$ cat src/rtl/vrs_pkg.sv
package vrs_pkg;

  typedef enum logic [2:0] {
    SQ_IDLE,
    SQ_ROW,
    SQ_COL,
    SQ_CBR1,
    SQ_CBR2
  } sq_state_e;

  // true when a running index falls on the subsampling grid
  function automatic bit samp_hit(input int unsigned idx, input int unsigned div);
    return (idx % div) == 0;
  endfunction

  // position of an index in the subsampled image
  function automatic int unsigned samp_idx(input int unsigned idx, input int unsigned div);
    return idx / div;
  endfunction

endpackage

$ cat src/rtl/vrs_scan_ctr.sv
module vrs_scan_ctr #(
  parameter int HDIV = 4,
  parameter int VDIV = 4,
  parameter int COLW = 8,
  parameter int ROWW = 8
) (
  input  logic            clk_i,
  input  logic            rst_ni,
  input  logic            pix_valid_i,
  input  logic            hsync_i,
  input  logic            vsync_i,
  output logic            kept_o,
  output logic [COLW-1:0] col_o,
  output logic [ROWW-1:0] row_o
);
  localparam int HCW = COLW + $clog2(HDIV);
  localparam int VCW = ROWW + $clog2(VDIV);

  logic [HCW-1:0] hcnt;
  logic [VCW-1:0] vcnt;

  always_ff @(posedge clk_i) begin
    if (!rst_ni) begin
      hcnt <= '0;
      vcnt <= '0;
    end else if (vsync_i) begin
      hcnt <= '0;
      vcnt <= '0;
    end else if (hsync_i) begin
      hcnt <= '0;
      vcnt <= vcnt + 1'b1;
    end else if (pix_valid_i) begin
      hcnt <= hcnt + 1'b1;
    end
  end

  assign kept_o = pix_valid_i && !hsync_i && !vsync_i &&
                  vrs_pkg::samp_hit(int'(hcnt), HDIV) &&
                  vrs_pkg::samp_hit(int'(vcnt), VDIV);
  assign col_o  = COLW'(vrs_pkg::samp_idx(int'(hcnt), HDIV));
  assign row_o  = ROWW'(vrs_pkg::samp_idx(int'(vcnt), VDIV));

  // a line sync always restarts the column index at a kept position
  p_col_restart_r2: assert property (@(posedge clk_i) disable iff (!rst_ni)
    (hsync_i || vsync_i) |=> (col_o == '0));

endmodule

$ cat src/rtl/vrs_ref_ctl.sv
module vrs_ref_ctl (
  input  logic clk_i,
  input  logic rst_ni,
  input  logic vsync_i,
  input  logic ref_req_i,
  output logic wr_frame_o
);
  logic armed;

  always_ff @(posedge clk_i) begin
    if (!rst_ni) begin
      armed      <= 1'b0;
      wr_frame_o <= 1'b0;
    end else if (vsync_i) begin
      wr_frame_o <= armed;
      armed      <= ref_req_i;
    end else if (ref_req_i) begin
      armed <= 1'b1;
    end
  end

  p_capture_start_on_frame_r9: assert property (@(posedge clk_i) disable iff (!rst_ni)
    $rose(wr_frame_o) |-> $past(vsync_i));
  p_capture_end_on_frame_r9: assert property (@(posedge clk_i) disable iff (!rst_ni)
    $fell(wr_frame_o) |-> $past(vsync_i));

endmodule

$ cat src/rtl/vrs_dram_seq.sv
module vrs_dram_seq #(
  parameter int COLW = 8,
  parameter int ROWW = 8,
  parameter int AW   = 8
) (
  input  logic            clk_i,
  input  logic            rst_ni,
  input  logic            kept_i,
  input  logic [COLW-1:0] col_i,
  input  logic [ROWW-1:0] row_i,
  input  logic            wr_i,
  input  logic            hsync_i,
  output logic [AW-1:0]   addr_o,
  output logic            ras_n_o,
  output logic            cas_n_o,
  output logic            we_n_o,
  output logic            lut_rd_o,
  output logic            start_pix_o,
  output logic            start_rf_o
);
  import vrs_pkg::*;

  sq_state_e       state;
  logic            pix_pend, pend_wr, rf_pend, cur_wr;
  logic [COLW-1:0] pend_col, cur_col;
  logic [ROWW-1:0] pend_row, cur_row;

  assign start_pix_o = (state == SQ_IDLE) && pix_pend;
  assign start_rf_o  = (state == SQ_IDLE) && !pix_pend && rf_pend;

  // pending slots: a new request in the same edge wins over the clear
  always_ff @(posedge clk_i) begin
    if (!rst_ni) begin
      pix_pend <= 1'b0;
      pend_wr  <= 1'b0;
      pend_col <= '0;
      pend_row <= '0;
      rf_pend  <= 1'b0;
    end else begin
      if (kept_i) begin
        pix_pend <= 1'b1;
        pend_wr  <= wr_i;
        pend_col <= col_i;
        pend_row <= row_i;
      end else if (start_pix_o) begin
        pix_pend <= 1'b0;
      end
      if (hsync_i)         rf_pend <= 1'b1;
      else if (start_rf_o) rf_pend <= 1'b0;
    end
  end

  always_ff @(posedge clk_i) begin
    if (!rst_ni) begin
      state   <= SQ_IDLE;
      cur_wr  <= 1'b0;
      cur_col <= '0;
      cur_row <= '0;
    end else begin
      case (state)
        SQ_IDLE: begin
          if (start_pix_o) begin
            state   <= SQ_ROW;
            cur_wr  <= pend_wr;
            cur_col <= pend_col;
            cur_row <= pend_row;
          end else if (start_rf_o) begin
            state <= SQ_CBR1;
          end
        end
        SQ_ROW:  state <= SQ_COL;
        SQ_COL:  state <= SQ_IDLE;
        SQ_CBR1: state <= SQ_CBR2;
        default: state <= SQ_IDLE;
      endcase
    end
  end

  always_comb begin
    addr_o   = '0;
    ras_n_o  = 1'b1;
    cas_n_o  = 1'b1;
    we_n_o   = 1'b1;
    lut_rd_o = 1'b0;
    case (state)
      SQ_ROW: begin
        addr_o  = AW'(cur_row);
        ras_n_o = 1'b0;
      end
      SQ_COL: begin
        addr_o   = AW'(cur_col);
        ras_n_o  = 1'b0;
        cas_n_o  = 1'b0;
        we_n_o   = !cur_wr;
        lut_rd_o = !cur_wr;
      end
      SQ_CBR1: cas_n_o = 1'b0;
      SQ_CBR2: begin
        cas_n_o = 1'b0;
        ras_n_o = 1'b0;
      end
      default: ;
    endcase
  end

  p_row_then_col_r4: assert property (@(posedge clk_i) disable iff (!rst_ni)
    ($fell(ras_n_o) && cas_n_o) |=> (!ras_n_o && !cas_n_o));
  p_cbr_order_r7: assert property (@(posedge clk_i) disable iff (!rst_ni)
    ($fell(cas_n_o) && ras_n_o) |=> (!ras_n_o && !cas_n_o && we_n_o));
  p_we_in_col_only_r10: assert property (@(posedge clk_i) disable iff (!rst_ni)
    (!we_n_o || lut_rd_o) |-> (!ras_n_o && !cas_n_o && $past(!ras_n_o && cas_n_o)));
  p_read_keeps_we_high_r5: assert property (@(posedge clk_i) disable iff (!rst_ni)
    lut_rd_o |-> we_n_o);
  p_no_pend_overrun_r8: assert property (@(posedge clk_i) disable iff (!rst_ni)
    !(kept_i && pix_pend && !start_pix_o));

endmodule

$ cat src/rtl/vid_ref_seq.sv
module vid_ref_seq #(
  parameter int HDIV = 4,
  parameter int VDIV = 4,
  parameter int COLW = 8,
  parameter int ROWW = 8
) (
  input  logic                                   clk_i,
  input  logic                                   rst_ni,
  input  logic                                   pix_valid_i,
  input  logic                                   hsync_i,
  input  logic                                   vsync_i,
  input  logic                                   ref_req_i,
  output logic [((COLW > ROWW) ? COLW : ROWW)-1:0] dram_addr_o,
  output logic                                   dram_ras_n_o,
  output logic                                   dram_cas_n_o,
  output logic                                   dram_we_n_o,
  output logic                                   lut_rd_o,
  output logic                                   ref_busy_o
);
  localparam int AW = (COLW > ROWW) ? COLW : ROWW;

  logic            kept;
  logic [COLW-1:0] samp_col;
  logic [ROWW-1:0] samp_row;
  logic            wr_frame;
  logic            start_pix, start_rf;

  vrs_scan_ctr #(.HDIV(HDIV), .VDIV(VDIV), .COLW(COLW), .ROWW(ROWW)) u_scan (
    .clk_i       (clk_i),
    .rst_ni      (rst_ni),
    .pix_valid_i (pix_valid_i),
    .hsync_i     (hsync_i),
    .vsync_i     (vsync_i),
    .kept_o      (kept),
    .col_o       (samp_col),
    .row_o       (samp_row)
  );

  vrs_ref_ctl u_ref (
    .clk_i      (clk_i),
    .rst_ni     (rst_ni),
    .vsync_i    (vsync_i),
    .ref_req_i  (ref_req_i),
    .wr_frame_o (wr_frame)
  );

  vrs_dram_seq #(.COLW(COLW), .ROWW(ROWW), .AW(AW)) u_seq (
    .clk_i       (clk_i),
    .rst_ni      (rst_ni),
    .kept_i      (kept),
    .col_i       (samp_col),
    .row_i       (samp_row),
    .wr_i        (wr_frame),
    .hsync_i     (hsync_i),
    .addr_o      (dram_addr_o),
    .ras_n_o     (dram_ras_n_o),
    .cas_n_o     (dram_cas_n_o),
    .we_n_o      (dram_we_n_o),
    .lut_rd_o    (lut_rd_o),
    .start_pix_o (start_pix),
    .start_rf_o  (start_rf)
  );

  assign ref_busy_o = wr_frame;

  // the sequencer never launches a refresh and a pixel access together
  p_single_launch_r8: assert property (@(posedge clk_i) disable iff (!rst_ni)
    !(start_pix && start_rf));
  // a launched pixel access opens with a row phase on the pins
  p_launch_row_r3: assert property (@(posedge clk_i) disable iff (!rst_ni)
    start_pix |=> (!dram_ras_n_o && dram_cas_n_o));

endmodule

$ cat config.mk
export PLATFORM = sky130hd
export DESIGN_NAME = vid_ref_seq
export DESIGN_NICKNAME = d
export VERILOG_FILES = /design/src/rtl/vrs_pkg.sv /design/src/rtl/vrs_scan_ctr.sv /design/src/rtl/vrs_ref_ctl.sv /design/src/rtl/vrs_dram_seq.sv /design/src/rtl/vid_ref_seq.sv
export SDC_FILE = /design/constraint.sdc
export NUM_CORES = 1
export LEC_CHECK = 0
export ABC_AREA = 1
export BUFFER_PORTS_ARGS = -buffer_cell sky130_fd_sc_hd__buf_4
export CAP_MARGIN = 10
export CORE_MARGIN = 2
export CORE_UTILIZATION = 55
export CTS_BUF_LIST = sky130_fd_sc_hd__clkbuf_4 sky130_fd_sc_hd__clkbuf_8 sky130_fd_sc_hd__clkbuf_16
export DETAILED_ROUTE_END_ITERATION = 6
export PLACE_DENSITY = 0.74
export RECOVER_POWER = 100
export SLEW_MARGIN = 20
export SYNTH_ARGS = -nofsm -noshare
export SYNTH_HDL_FRONTEND = slang
export SYNTH_SLANG_ARGS = --single-unit
$ cat constraint.sdc
create_clock -name clk_i -period 4.4 [get_ports clk_i]
set_clock_uncertainty 0.2 [all_clocks]
set_input_delay 0.22 -clock clk_i [delete_from_list [all_inputs] [get_ports clk_i]]
set_output_delay 0.22 -clock clk_i [all_outputs]
set_load 0.01 [all_outputs]
[Word-level counts from Yosys, hierarchy flattened]
Index checks and enable logic that the tools add are counted.
Storage, ports and cells
  register bits: 61
  bits of input ports: 6
  output and inout bits: 13
  word-level logic and storage cells: 57
Cells by class
  $add $sub $neg: 2
  eq/ne operators: 5
  mux-type cells: 14
  bitwise gates (word level): 1
  reduce and logical (&&, ||, !) cells: 22
Operators by type and width (count)
  $logic_not A32 Y1: 2
  $add A10 B1 Y10 const B: 2
  $pmux W8 S2: 1
  $mux W1: 10
  $pmux W3 S3: 1
  $reduce_or A3 Y1: 3
  $logic_and A1 B1 Y1: 7
  $eq A3 B2 Y1 const B: 2
  $mux W3: 2
  $reduce_bool A2 Y1: 3
  $logic_not A1 Y1: 4
  $eq A3 B1 Y1 const B: 1
  $eq A3 B3 Y1 const B: 1
  $logic_not A3 Y1: 1
  $ne A3 B3 Y1 const B: 1
  $reduce_and A2 Y1: 1
  $reduce_or A2 Y1: 1
  $not A1 Y1: 1

[Longest topological paths before layout]
Gate-level depths: netlist (run 1).
  depth after elaboration: 6
  depth in mapped cells: 8
  mapped depth without buffers: 7

[Hierarchy]
A second synthesis (run 1) with hierarchy kept.
Second synthesis, totals
  cells, all modules: 391
  area, all modules: 2752.6 um2
Modules (own cells, without submodules)
  vrs_dram_seq: times used 1, cells each 229, area an instance 1596.5 um2, sequential area each 780.7 um2
  vrs_scan_ctr: times used 1, cells each 152, area an instance 1077.3 um2, sequential area each 400.4 um2
  vrs_ref_ctl: times used 1, cells each 10, area an instance 78.8 um2, sequential area each 40.0 um2

[Worst setup path after synthesis (run 1)]
OpenSTA, ideal clock, no wires.
  kind: flip-flop to flip-flop
  from: reg u_scan.vcnt[0]
  to: reg u_seq.pend_col[5]
  library setup time: 113 ps
  data arrival time: 1200 ps
  data required time: 4087 ps
  slack: 2888 ps
  cell stages (with the launch flop): 9
  buffers on the path: 1
  period minus slack after synthesis: 1512 ps
  path through: dfxtp_1 -> inv_1 -> ha_1 -> nand3_1 -> nor3_4 -> buf_6 -> nand2_1 -> nand2_1 -> nor2_1
On the way
  cells in the longest elaborated chain, start to end: 2
RTL lines
  start: declaration: line vrs_scan_ctr.sv:20  | logic [VCW-1:0] vcnt;
  start signal: assignment: line vrs_scan_ctr.sv:31  | vcnt <= vcnt + 1'b1;
  $logic_not A32 Y1: line vrs_pkg.sv:13  | return (idx % div) == 0;
  $logic_and A1 B1 Y1: line vrs_scan_ctr.sv:38  | vrs_pkg::samp_hit(int'(hcnt), HDIV) &&
  end signal: assignment: line vrs_dram_seq.sv:43  | pend_col <= col_i;
  end: declaration: line vrs_dram_seq.sv:25  | logic [COLW-1:0] pend_col, cur_col;
Every way passes these cells.
A chain may end at the register's enable or synchronous reset.

[Final worst setup path (run 1)]
  from: in vsync_i
  to: reg u_seq.pend_col[4]
On the way
  cells in the longest elaborated chain, start to end: 4
RTL lines
  start: declaration: line vid_ref_seq.sv:11  | input logic vsync_i,
  $logic_not A1 Y1: line vrs_scan_ctr.sv:37  | assign kept_o = pix_valid_i && !hsync_i && !vsync_i &&
  $logic_and A1 B1 Y1 (2 in series): line vrs_scan_ctr.sv:37
  $logic_and A1 B1 Y1: line vrs_scan_ctr.sv:38
Every way passes these cells.

==> results of run 1 <==
==> report_power, final <==
part	total [mW]	internal, mW	leakage, nW	switching, mW
clock	0.548	0.333	0.112	0.215
combinational	0.198	0.0654	0.526	0.133
sequential	0.591	0.573	0.495	0.0184
==> area by class of cell <==
| class | instances | area, µm² |
|---|---|---|
| tap | 54 | 67.6 |
| sequential | 61 | 1220 |
| clock inverter | 6 | 86.3 |
| clock buffer | 10 | 138 |
| inverter | 38 | 145 |
| fill | 449 | 1700 |
| timing repair buffer | 22 | 139 |
| multi-input combinational | 250 | 1160 |
==> worst max-delay path, delay by kind of cell <==
family	cells	cell delay [ps]
buf+inv	4	1020
simple gates	5	1640
==> stage by stage <==
step | utilization, % | cells | instance area (µm²) | worst slack (ps)
after CTS | 64.6 | 440 | 3010 | 2230
after detailed placement | 59.2 | 421 | 2760 | 2280
after global placement | 59.2 | 421 | 2760 | 2320
final | 63.5 | 441 | 2960 | 1560
after floorplan | - | 361 | 2630 | 2890
after global routing | 63.5 | 441 | 2960 | 1420
==> synthesized netlist by cell type, types with 4 or more instances <==
master	instances	area [µm²]
a21oi_1	37	185
a22o_1	8	70.1
buf_2	4	20.0
clkbuf_1	4	15.0
dfxtp_1	61	1220
ha_1	4	50.1
inv_1	30	113
inv_2	7	26.3
nand2_1	86	323
nand3_1	31	155
nor2_1	56	210
nor3_1	9	45.0
o21ai_0	7	35.0
==> sequential cells by signal, summed over array words and instances (netlist names) <==
signal            cells
u_seq.pend_wr         1
u_scan.vcnt          10
u_seq.pend_row        8
u_seq.cur_row         8
u_seq.pend_col        8
u_seq.cur_col         8
u_scan.hcnt          10
u_seq.cur_wr          1
u_ref.wr_frame_o      1
u_seq.state           3
u_ref.armed           1
u_seq.rf_pend         1
u_seq.pix_pend        1
==> repair_timing <==
item                                   4_1_cts  5_1_grt
setup endpoints to repair                    0        0
endpoints found under the hold margin       10        0
hold buffers                                 3        0
==> path summary, 6_finish.rpt <==
| check | startpoint | to | slack, ps | cells after the start |
|---|---|---|---|---|
| max reg2reg | u_scan.vcnt[0]$_SDFFE_PP0P_ | u_seq.pend_col[4]$_SDFFE_PN0P_ | 1630 | 8 |
| min reg2reg | u_seq.rf_pend$_SDFFE_PN0P_ | u_seq.rf_pend$_SDFFE_PN0P_ | 260 | 2 |
| min | hsync_i | u_scan.vcnt[6]$_SDFFE_PP0P_ | 20 | 3 |
| max | vsync_i | u_seq.pend_col[4]$_SDFFE_PN0P_ | 1560 | 9 |
==> metal layers <==
metal  track usage, %  vias to the layer above  wire, µm
met1             28.5                     1007      2530
met4             10.1                        0        70
met2             33.9                       51      2310
li1                 -                     1202         -
met5                0                        -         0
met3             6.63                        7       245
==> cells by family after synthesis <==
logic type                 count (synthesis)  share of synthesized area [%]
and+or+nand+nor                          192                           31.8
DFF                                       61                           46.4
AOI/OAI and AO/OA                         54                           11.5
buffers and inverters                     50                           8.41
adders and majority gates                  4                           1.90
==> load_flow_metrics.sql, run 1 <==
INSERT INTO impl_metrics (metric_group, metric, value, unit) VALUES
('floorplan', 'chipHeight', '73.2', 'µm'),
('clock_network', 'htree_num_levels', '3', ''),
('cells_and_area', 'mostFrequentLayoutCell', 'nand2_1', ''),
('critical_path', 'slowest_delay', '1370', 'ps'),
('floorplan', 'rows', '25', ''),
('placement', 'gp_congestion', '0.796', ''),
('placement', 'place_hpwl', '3570', 'µm'),
('global_routing', 'groute.usage.overall', '22.1', '%'),
('logic_synthesis', 'number_of_enable_type_register_cells_in_the_synthesized_netlist', '0', ''),
('placement', 'buffer_ports.inserted', '18', ''),
('timing', 'setup_viol', '0', ''),
('global_routing', 'number_of_global_route_vias_before_repair', '2021', ''),
('critical_path', 'worst-endpoint-arrival', '2880', 'ps'),
('route', 'number_of_antenna_violating_nets_in_the_routed_design', '0', ''),
('timing', 'grt_setup_unrepaired', 'no', ''),
('timing', 'setup-tns-final', '0', 'ps'),
('critical_path', 'worstSetupStartpointType', 'input port', ''),
('outcome', 'run_status', 'finished with violations', ''),
('hold_path', 'hold_class', 'input port to register', ''),
('timing', 'finalWorstPathRequiredPeriod', '2840', 'ps'),
('critical_path', 'critical_path_class', 'input port to register', ''),
('critical_path', 'worst_ep_required_time', '4440', 'ps'),
('power', 'static_leakage', '1.13', 'nW'),
('cells_and_area', 'num-nets-final', '392', ''),
('logic_synthesis', 'synthesis.instances', '361', ''),
('logic_synthesis', 'commonest_register_cell_after_synthesis', 'dfxtp_1', ''),
('route', 'num_vias', '2267', ''),
('logic_synthesis', 'synth-seq-cells', '61', ''),
('global_routing', 'pin_count_of_the_biggest_net_entering_global_routing', '36', ''),
('clock_network', 'cts.reportedPaths.clkPinSlew', '70', 'ps'),
('logic_synthesis', 'postSynthNetCount', '371', ''),
('global_routing', 'antenna_found_initial', '0', ''),
('timing', 'finalHoldViolations', '0', ''),
('clock_network', 'cts_buffer_depth', '2', ''),
('power', 'total_power', '1.34', 'mW'),
('timing', 'fin_crit_sh', '64.5', '%'),
('cells_and_area', 'final_cell_mix', 'nand2_1, dfxtp_1, nor2_1', ''),
('route', 'drc', '0', ''),
('floorplan', 'io_pins', '19', ''),
('global_routing', 'grt_first_pass_wirelength', '9050', 'µm'),
('critical_path', 'cp_common_cell', 'nand2_1', ''),
('floorplan', 'coreArea', '4660', 'µm²'),
('critical_path', 'timing.critical_path.slowest_stage_cell', 'nor3_1', ''),
('floorplan', 'die_width', '73.2', 'µm'),
('logic_synthesis', 'asyncSetResetFlopFracSynth', '0', '%'),
('cells_and_area', 'flow.area_growth_from_synthesis', '12.4', '%'),
('timing', 'slew_headroom', '-22.1', '%'),
('logic_synthesis', 'synth_sequential_area_ratio', '46.4', '%'),
('clock_network', 'tritoncts_clock_tree', 'built', ''),
('clock_network', 'worst_skew_late_latency', '340', 'ps'),
('power', 'vdd_ir_drop_max', '299', 'µV'),
('timing', 'max_freq', '353', 'MHz'),
('timing', 'slew_viol_final', '18', ''),
('cells_and_area', 'layout-drive-gt1-share', '8.27', '%'),
('clock_network', 'post_cts_resize_count', '0', ''),
('logic_synthesis', 'postSynthAreaPerCell', '7.29', 'µm²'),
('logic_synthesis', 'post_synthesis_instance_area', '2630', 'µm²'),
('floorplan', 'start_util', '56.5', '%'),
('route', 'totalWireLength', '5160', 'µm'),
('clock_network', 'clock_sinks', '61', ''),
('route', 'drtPass1Iterations', '5', ''),
('job', 'drv.max_cap_violation_count', '1', ''),
('power', 'p_per_area', '452', 'nW/µm²'),
('cells_and_area', 'num_antenna_cells', '0', ''),
('critical_path', 'worst-path-max-fanout', '18', ''),
('logic_synthesis', 'number_of_distinct_library_cells_after_synthesis', '24', ''),
('clock_network', 'tritoncts.num_buffers', '9', ''),
('critical_path', 'endpoint_kind', 'register', ''),
('global_routing', 'grt_overflow', '0', ''),
('outcome', 'failed_checks', 'capacitance limit, slew limit', ''),
('timing', 'holdWs', '17.9', 'ps'),
('clock_network', 'post-cts-setup-buffers', '0', ''),
('route', 'drt_iter0_markers', '118', ''),
('critical_path', 'cp_cell_sequence', 'dlygate4sd3_1 -> clkbuf_1 -> inv_1 -> nand3_1 -> nor3_1 -> buf_8 -> nand2_1 -> nand2_1 -> nor2_1', ''),
('logic_synthesis', 'yosys_warnings', '0', ''),
('route', 'avgViaCountPerCell', '5.14', ''),
('floorplan', 'floorplan.die_area', '5360', 'µm²'),
('timing', 'worstMarginPinSlew', '1820', 'ps'),
('route', 'wl_per_cell', '11.7', 'µm'),
('clock_network', 'root_buffer_selected_by_cts', 'clkbuf_8', '');
No activity file was read; power rests on OpenSTA's default activity.
==> run 2, diff against run 1 <==
- CORE_UTILIZATION: 55 -> 53
- clock period: 4.4 -> 2.4 ns (I/O delays scaled with it)
==> run 2 against run 1 <==
The run now ends clean. Via count up 1.8%. Non-clock buffer count up 4. Utilization down 1.1 points. Combinational power up 78%. Largest cell class unchanged.
==> load_flow_metrics.sql, run 2 (synthesis results as in run 1) <==
INSERT INTO impl_metrics (metric_group, metric, value, unit) VALUES
('outcome', 'run_status', 'complete, no violations', ''),
('clock_network', 'clock_sinks', '61', ''),
('global_routing', 'grt_first_pass_wirelength', '8850', 'µm'),
('power', 'vdd_ir_drop_max', '466', 'µV'),
('cells_and_area', 'layout.cells.non_filler', '458', ''),
('job', 'drv.max_cap_violation_count', '0', ''),
('clock_network', 'cts.reportedPaths.clkPinSlew', '70', 'ps'),
('timing', 'setup-tns-final', '0', 'ps'),
('cells_and_area', 'final_cell_mix', 'nand2_1, dfxtp_1, nor2_1', ''),
('placement', 'gp_congestion', '0.797', ''),
('power', 'total_switching_power', '692', 'µW'),
('cells_and_area', 'fill_cells', '488', ''),
('placement', 'dpl_cell_area', '2790', 'µm²'),
('timing', 'holdWs', '261', 'ps'),
('power', 'power.share.clock', '35.9', '%'),
('critical_path', 'path_buf_inv', '2', ''),
('global_routing', 'grt_overflow', '0', ''),
('power', 'p_per_area', '757', 'nW/µm²'),
('route', 'drc', '0', ''),
('timing', 'slew_viol_final', '0', ''),
('floorplan', 'die_width', '74.5', 'µm'),
('route', 'drt_iter0_markers', '128', ''),
('critical_path', 'endpoint_kind', 'register', ''),
('route', 'avgViaCountPerCell', '5.04', ''),
('global_routing', 'number_of_global_route_vias_before_repair', '2017', ''),
('floorplan', 'chipHeight', '74.5', 'µm'),
('route', 'drtPass1Iterations', '4', ''),
('floorplan', 'io_pins', '19', ''),
('timing', 'finalWorstPathRequiredPeriod', '2020', 'ps'),
('floorplan', 'coreArea', '4750', 'µm²'),
('cells_and_area', 'layout-drive-gt1-share', '9.46', '%'),
('placement', 'buffer_ports.inserted', '18', ''),
('critical_path', 'cp_cell_sequence', 'inv_1 -> ha_1 -> nand3_1 -> nor3_2 -> buf_4 -> nand2_1 -> nand2_1 -> nor2_1', ''),
('global_routing', 'groute.usage.overall', '21.0', '%'),
('timing', 'max_freq', '496', 'MHz'),
('cells_and_area', 'mostFrequentLayoutCell', 'nand2_1', ''),
('critical_path', 'worst-endpoint-arrival', '2060', 'ps'),
('route', 'num_vias', '2307', ''),
('power', 'p_comb_share', '15.7', '%'),
('route', 'number_of_antenna_violating_nets_in_the_routed_design', '0', ''),
('critical_path', 'cp_common_cell', 'nand2_1', ''),
('critical_path', 'timing.critical_path.slowest_stage_cell', 'nor3_2', ''),
('cells_and_area', 'final-seq-area', '1220', 'µm²'),
('critical_path', 'slowest_delay', '570', 'ps'),
('timing', 'worstMarginPinSlew', '734', 'ps'),
('global_routing', 'pin_count_of_the_biggest_net_entering_global_routing', '24', ''),
('hold_path', 'hold_class', 'register to register', ''),
('placement', 'dp_cells', '436', ''),
('timing', 'grt_setup_unrepaired', 'no', ''),
('clock_network', 'tritoncts_clock_tree', 'built', ''),
('timing', 'finalHoldViolations', '0', ''),
('critical_path', 'worst_ep_required_time', '2440', 'ps'),
('cells_and_area', 'largest_registers', 'u_scan.hcnt: 10 flops, u_scan.vcnt: 10 flops', ''),
('critical_path', 'worstSetupStartpointType', 'register', ''),
('clock_network', 'cts_buffer_depth', '2', ''),
('floorplan', 'floorplan.die_area', '5550', 'µm²'),
('timing', 'setup_viol', '0', ''),
('power', 'total_power', '2.25', 'mW'),
('cells_and_area', 'flow.area_growth_from_synthesis', '12.6', '%'),
('power', 'switching_fraction', '30.8', '%'),
('critical_path', 'worst-path-max-fanout', '14', ''),
('clock_network', 'root_buffer_selected_by_cts', 'clkbuf_8', ''),
('cells_and_area', 'num-nets-final', '396', ''),
('power', 'seq_power_share', '48.4', '%'),
('clock_network', 'worst_skew_late_latency', '340', 'ps'),
('critical_path', 'critical_path_class', 'register to register', ''),
('cells_and_area', 'num_antenna_cells', '0', ''),
('route', 'totalWireLength', '5230', 'µm'),
('clock_network', 'tritoncts.num_buffers', '9', ''),
('global_routing', 'antenna_found_initial', '0', ''),
('route', 'wl_per_cell', '11.4', 'µm'),
('floorplan', 'start_util', '55.4', '%'),
('cells_and_area', 'multi_input_comb_area', '1180', 'µm²'),
('power', 'p_int', '1.55', 'mW'),
('cells_and_area', 'postLayoutCellArea', '2960', 'µm²'),
('timing', 'fin_crit_sh', '84.0', '%'),
('critical_path', 'timing.critical_path.max_delay_family', 'simple AND/OR/NAND/NOR gates', ''),
('placement', 'place_hpwl', '3650', 'µm'),
('clock_network', 'htree_num_levels', '3', ''),
('power', 'static_leakage', '1.12', 'nW'),
('timing', 'slew_headroom', '50.8', '%'),
('floorplan', 'rows', '25', '');
-- run 2: routing by layer --
layer	part of all wire, %	global-route usage, %	up-vias
met5	0	0	-
met4	1.6	8.93	0
met3	5.0	6.50	8
met2	46	33.5	45
met1	47	26.4	1038
li1	-	-	1216
-- run 2: repair_timing --
action | CTS | global route
hold endpoints to repair | 34 | 0
buffers inserted | 0 | 0
gates resized for setup | 0 | 0
hold buffers | 6 | 0
-- run 2: final cells by class --
type                            instances  share of cell area [%]
Tap cell                               67                    2.83
Sequential cell                        61                    41.2
Multi-Input combinational cell        250                    39.7
Inverter                               38                    4.90
Clock inverter                          6                    1.31
Timing Repair Buffer                   26                    5.45
Clock buffer                           10                    4.64
-- run 2: final timing paths --
kind                               start                              to  slack (ps)  depth (start not counted)
max          u_scan.vcnt[0]$_SDFFE_PP0P_  u_seq.pend_row[3]$_SDFFE_PN0P_         380                          8
min           u_seq.rf_pend$_SDFFE_PN0P_      u_seq.rf_pend$_SDFFE_PN0P_         260                          2
max reg2reg  u_scan.vcnt[0]$_SDFFE_PP0P_  u_seq.pend_row[3]$_SDFFE_PN0P_         380                          8
min reg2reg   u_seq.rf_pend$_SDFFE_PN0P_      u_seq.rf_pend$_SDFFE_PN0P_         260                          2
-- run 2: worst register-to-register path, delay by kind of cell (launching register included) --
| kind | cells | cell delay, ps |
|---|---|---|
| fa+ha+maj | 1 | 150 |
| flops | 1 | 340 |
| buf+inv | 2 | 400 |
| simple gates | 5 | 830 |
-- run 2: through the flow --
step | util, % | setup slack, ps
3_5_place_dp | 58.7 | 556
2_1_floorplan | - | 888
3_3_place_gp | 58.7 | 646
5_1_grt | 62.3 | 213
6_report | 62.3 | 385
4_1_cts | 63.7 | 497
-- run 2: power by group through the flow --
stage	logic, mW	clock network [mW]	registers [mW]
6_report	0.353	0.806	1.09
5_1_grt	0.400	0.869	1.09
4_1_cts	0.389	0.819	1.09
3_5_place_dp	0.380	0	1.11
3_3_place_gp	0.372	0	1.11
2_1_floorplan	0.293	0	1.10
==> run 3, diff against run 2 <==
- CORE_UTILIZATION: 53 -> 55
- clock period: 2.4 -> 2 ns (I/O delays scaled with it)
==> run 3 against run 2 <==
Sequential share of layout area is 0.62 points lower. Clock power is 40% higher. Critical endpoint is now u_scan.vcnt[1]$_SDFFE_PP0P_. Total power is 27% higher. Combinational power is 22% higher. Global-route usage is 0.55 points higher. Utilization is 2.2 points higher. Sequential power is 19% higher. Register-to-register slack worse by 110 ps. Count of clock-buffer cells in the layout is 2 higher. Wire length is 0.33% higher.
==> load_flow_metrics.sql, run 3 (synthesis results as in run 1) <==
INSERT INTO impl_metrics (metric_group, metric, value, unit) VALUES
('cells_and_area', 'num-nets-final', '398', ''),
('cells_and_area', 'final_cell_mix', 'nand2_1, dfxtp_1, nor2_1', ''),
('clock_network', 'cts.reportedPaths.clkPinSlew', '70', 'ps'),
('clock_network', 'tritoncts.num_buffers', '9', ''),
('timing', 'setup_viol', '0', ''),
('clock_network', 'tritoncts_clock_tree', 'built', ''),
('global_routing', 'grt_overflow', '0', ''),
('route', 'num_vias', '2284', ''),
('route', 'drt_iter0_markers', '121', ''),
('route', 'drtPass1Iterations', '4', ''),
('placement', 'buffer_ports.inserted', '18', ''),
('clock_network', 'worst_skew_late_latency', '330', 'ps'),
('timing', 'max_freq', '527', 'MHz'),
('timing', 'finalWorstPathRequiredPeriod', '1900', 'ps'),
('global_routing', 'pin_count_of_the_biggest_net_entering_global_routing', '36', ''),
('clock_network', 'cts_buffer_depth', '2', ''),
('critical_path', 'reg2reg_to', 'u_seq.cur_row[3]$_SDFFE_PN0P_', ''),
('clock_network', 'post_cts_resize_count', '0', ''),
('route', 'wl_per_cell', '11.7', 'µm'),
('timing', 'slew_headroom', '63.4', '%'),
('critical_path', 'cp_cell_sequence', 'dlygate4sd3_1 -> clkbuf_1 -> nor2_4 -> dlygate4sd3_1 -> inv_1 -> a211oi_1', ''),
('critical_path', 'critical_path_class', 'input port to register', ''),
('route', 'drc', '0', ''),
('critical_path', 'worst-path-max-fanout', '9', ''),
('floorplan', 'chipHeight', '73.2', 'µm'),
('route', 'number_of_antenna_violating_nets_in_the_routed_design', '0', ''),
('timing', 'slew_viol_final', '0', ''),
('cells_and_area', 'num_antenna_cells', '0', ''),
('clock_network', 'htree_num_levels', '3', ''),
('power', 'p_per_area', '951', 'nW/µm²'),
('power', 'static_leakage', '1.17', 'nW'),
('timing', 'worstMarginPinSlew', '548', 'ps'),
('route', 'totalWireLength', '5240', 'µm'),
('critical_path', 'worst_setup_path_startpoint', 'vsync_i', ''),
('critical_path', 'worstSetupStartpointType', 'input port', ''),
('cells_and_area', 'mostFrequentLayoutCell', 'nand2_1', ''),
('critical_path', 'r2r-start', 'u_seq.state[1]$_SDFFE_PN0P_', ''),
('floorplan', 'die_width', '73.2', 'µm'),
('critical_path', 'regToRegSetupSlack', '270', 'ps'),
('critical_path', 'worstSetupEndpoint', 'u_scan.vcnt[1]$_SDFFE_PP0P_', ''),
('timing', 'fin_crit_sh', '94.9', '%'),
('floorplan', 'io_pins', '19', ''),
('critical_path', 'endpoint_kind', 'register', ''),
('critical_path', 'cp_common_cell', 'dlygate4sd3_1', ''),
('floorplan', 'rows', '25', ''),
('timing', 'setup-tns-final', '0', 'ps'),
('global_routing', 'number_of_global_route_vias_before_repair', '2021', ''),
('cells_and_area', 'layout-drive-gt1-share', '8.91', '%'),
('global_routing', 'groute.usage.overall', '21.6', '%'),
('power', 'vdd_ir_drop_max', '589', 'µV'),
('critical_path', 'worst_ep_required_time', '2040', 'ps'),
('cells_and_area', 'fin_util', '64.6', '%'),
('critical_path', 'slowest_delay', '740', 'ps'),
('critical_path', 'timing.critical_path.slowest_stage_cell', 'dlygate4sd3_1', ''),
('cells_and_area', 'largest_registers', 'u_scan.hcnt: 10 flops, u_scan.vcnt: 10 flops', ''),
('cells_and_area', 'flow.area_growth_from_synthesis', '14.3', '%'),
('timing', 'grt_setup_unrepaired', 'no', ''),
('global_routing', 'antenna_found_initial', '0', ''),
('floorplan', 'coreArea', '4660', 'µm²'),
('floorplan', 'floorplan.die_area', '5360', 'µm²'),
('global_routing', 'grt_first_pass_wirelength', '8960', 'µm'),
('placement', 'gp_congestion', '0.767', ''),
('job', 'drv.max_cap_violation_count', '0', ''),
('critical_path', 'worstRegToRegCells', '6', ''),
('clock_network', 'clock_sinks', '61', ''),
('floorplan', 'start_util', '56.5', '%'),
('route', 'avgViaCountPerCell', '5.11', ''),
('outcome', 'run_status', 'complete, no violations', ''),
('hold_path', 'hold_class', 'input port to register', ''),
('critical_path', 'worst-endpoint-arrival', '1940', 'ps'),
('placement', 'place_hpwl', '3660', 'µm'),
('timing', 'finalHoldViolations', '0', ''),
('clock_network', 'root_buffer_selected_by_cts', 'clkbuf_8', '');
## run 3: through the flow
step           worst slack, ps  power (mW)  cells  hold WS (ps)  area, µm²
2_1_floorplan              488        1.67    361          17.4       2630
3_3_place_gp               490        1.78    425           113       2800
3_5_place_dp               455        1.79    425           129       2800
4_1_cts                    128        2.93    447          9.85       3070
5_1_grt                   5.87        2.99    447          30.1       3010
6_report                   102        2.86    447          26.6       3010
## run 3: worst min-delay path by stage
stage,startpoint,end,cells past startpoint
2_1_floorplan,ref_req_i,u_ref.armed$_SDFFE_PN0P_,2
3_5_place_dp,ref_req_i,u_ref.armed$_SDFFE_PN0P_,3
3_3_place_gp,ref_req_i,u_ref.armed$_SDFFE_PN0P_,3
4_1_cts,rst_ni,u_seq.pend_col[2]$_SDFFE_PN0P_,4
6_report,rst_ni,u_seq.pend_col[4]$_SDFFE_PN0P_,4
5_1_grt,rst_ni,u_seq.pend_row[2]$_SDFFE_PN0P_,4
## run 3: routing by layer
layer / routed length (µm) / up-vias / GRT usage (%) / share of wire, %
met5: 0 / - / 0 / 0
met4: 92 / 0 / 9.88 / 1.8
li1: - / 1218 / - / -
met1: 2620 / 1010 / 28.7 / 50
met3: 203 / 9 / 4.56 / 3.9
met2: 2330 / 47 / 33.5 / 44
## run 3: cell type report
cell class | instances | area, µm²
fillers | 453 | 1650
flip-flops and latches | 61 | 1220
multi-input cells | 250 | 1180
repair buffers | 28 | 189
clock buffers | 12 | 165
inverters | 38 | 143
well taps | 54 | 67.6
clock inverters | 4 | 45.0
## run 3: repair_timing
| item | 4_1_cts | 5_1_grt |
|---|---|---|
| hold buffers | 6 | 0 |
| endpoints found under the hold margin | 16 | 0 |
| setup buffers | 0 | 0 |
## run 3: report_power, final
part	switching [mW]	internal (mW)	leakage, nW
combinational	0.302	0.127	0.560
clock	0.462	0.671	0.112
sequential	0.0387	1.26	0.495
## run 3: worst max-delay path, delay by kind of cell
family,cells,cell delay [ps]
buffers and inverters,4,1540
and+or+nand+nor,1,120
AOI/OAI and AO/OA,1,190
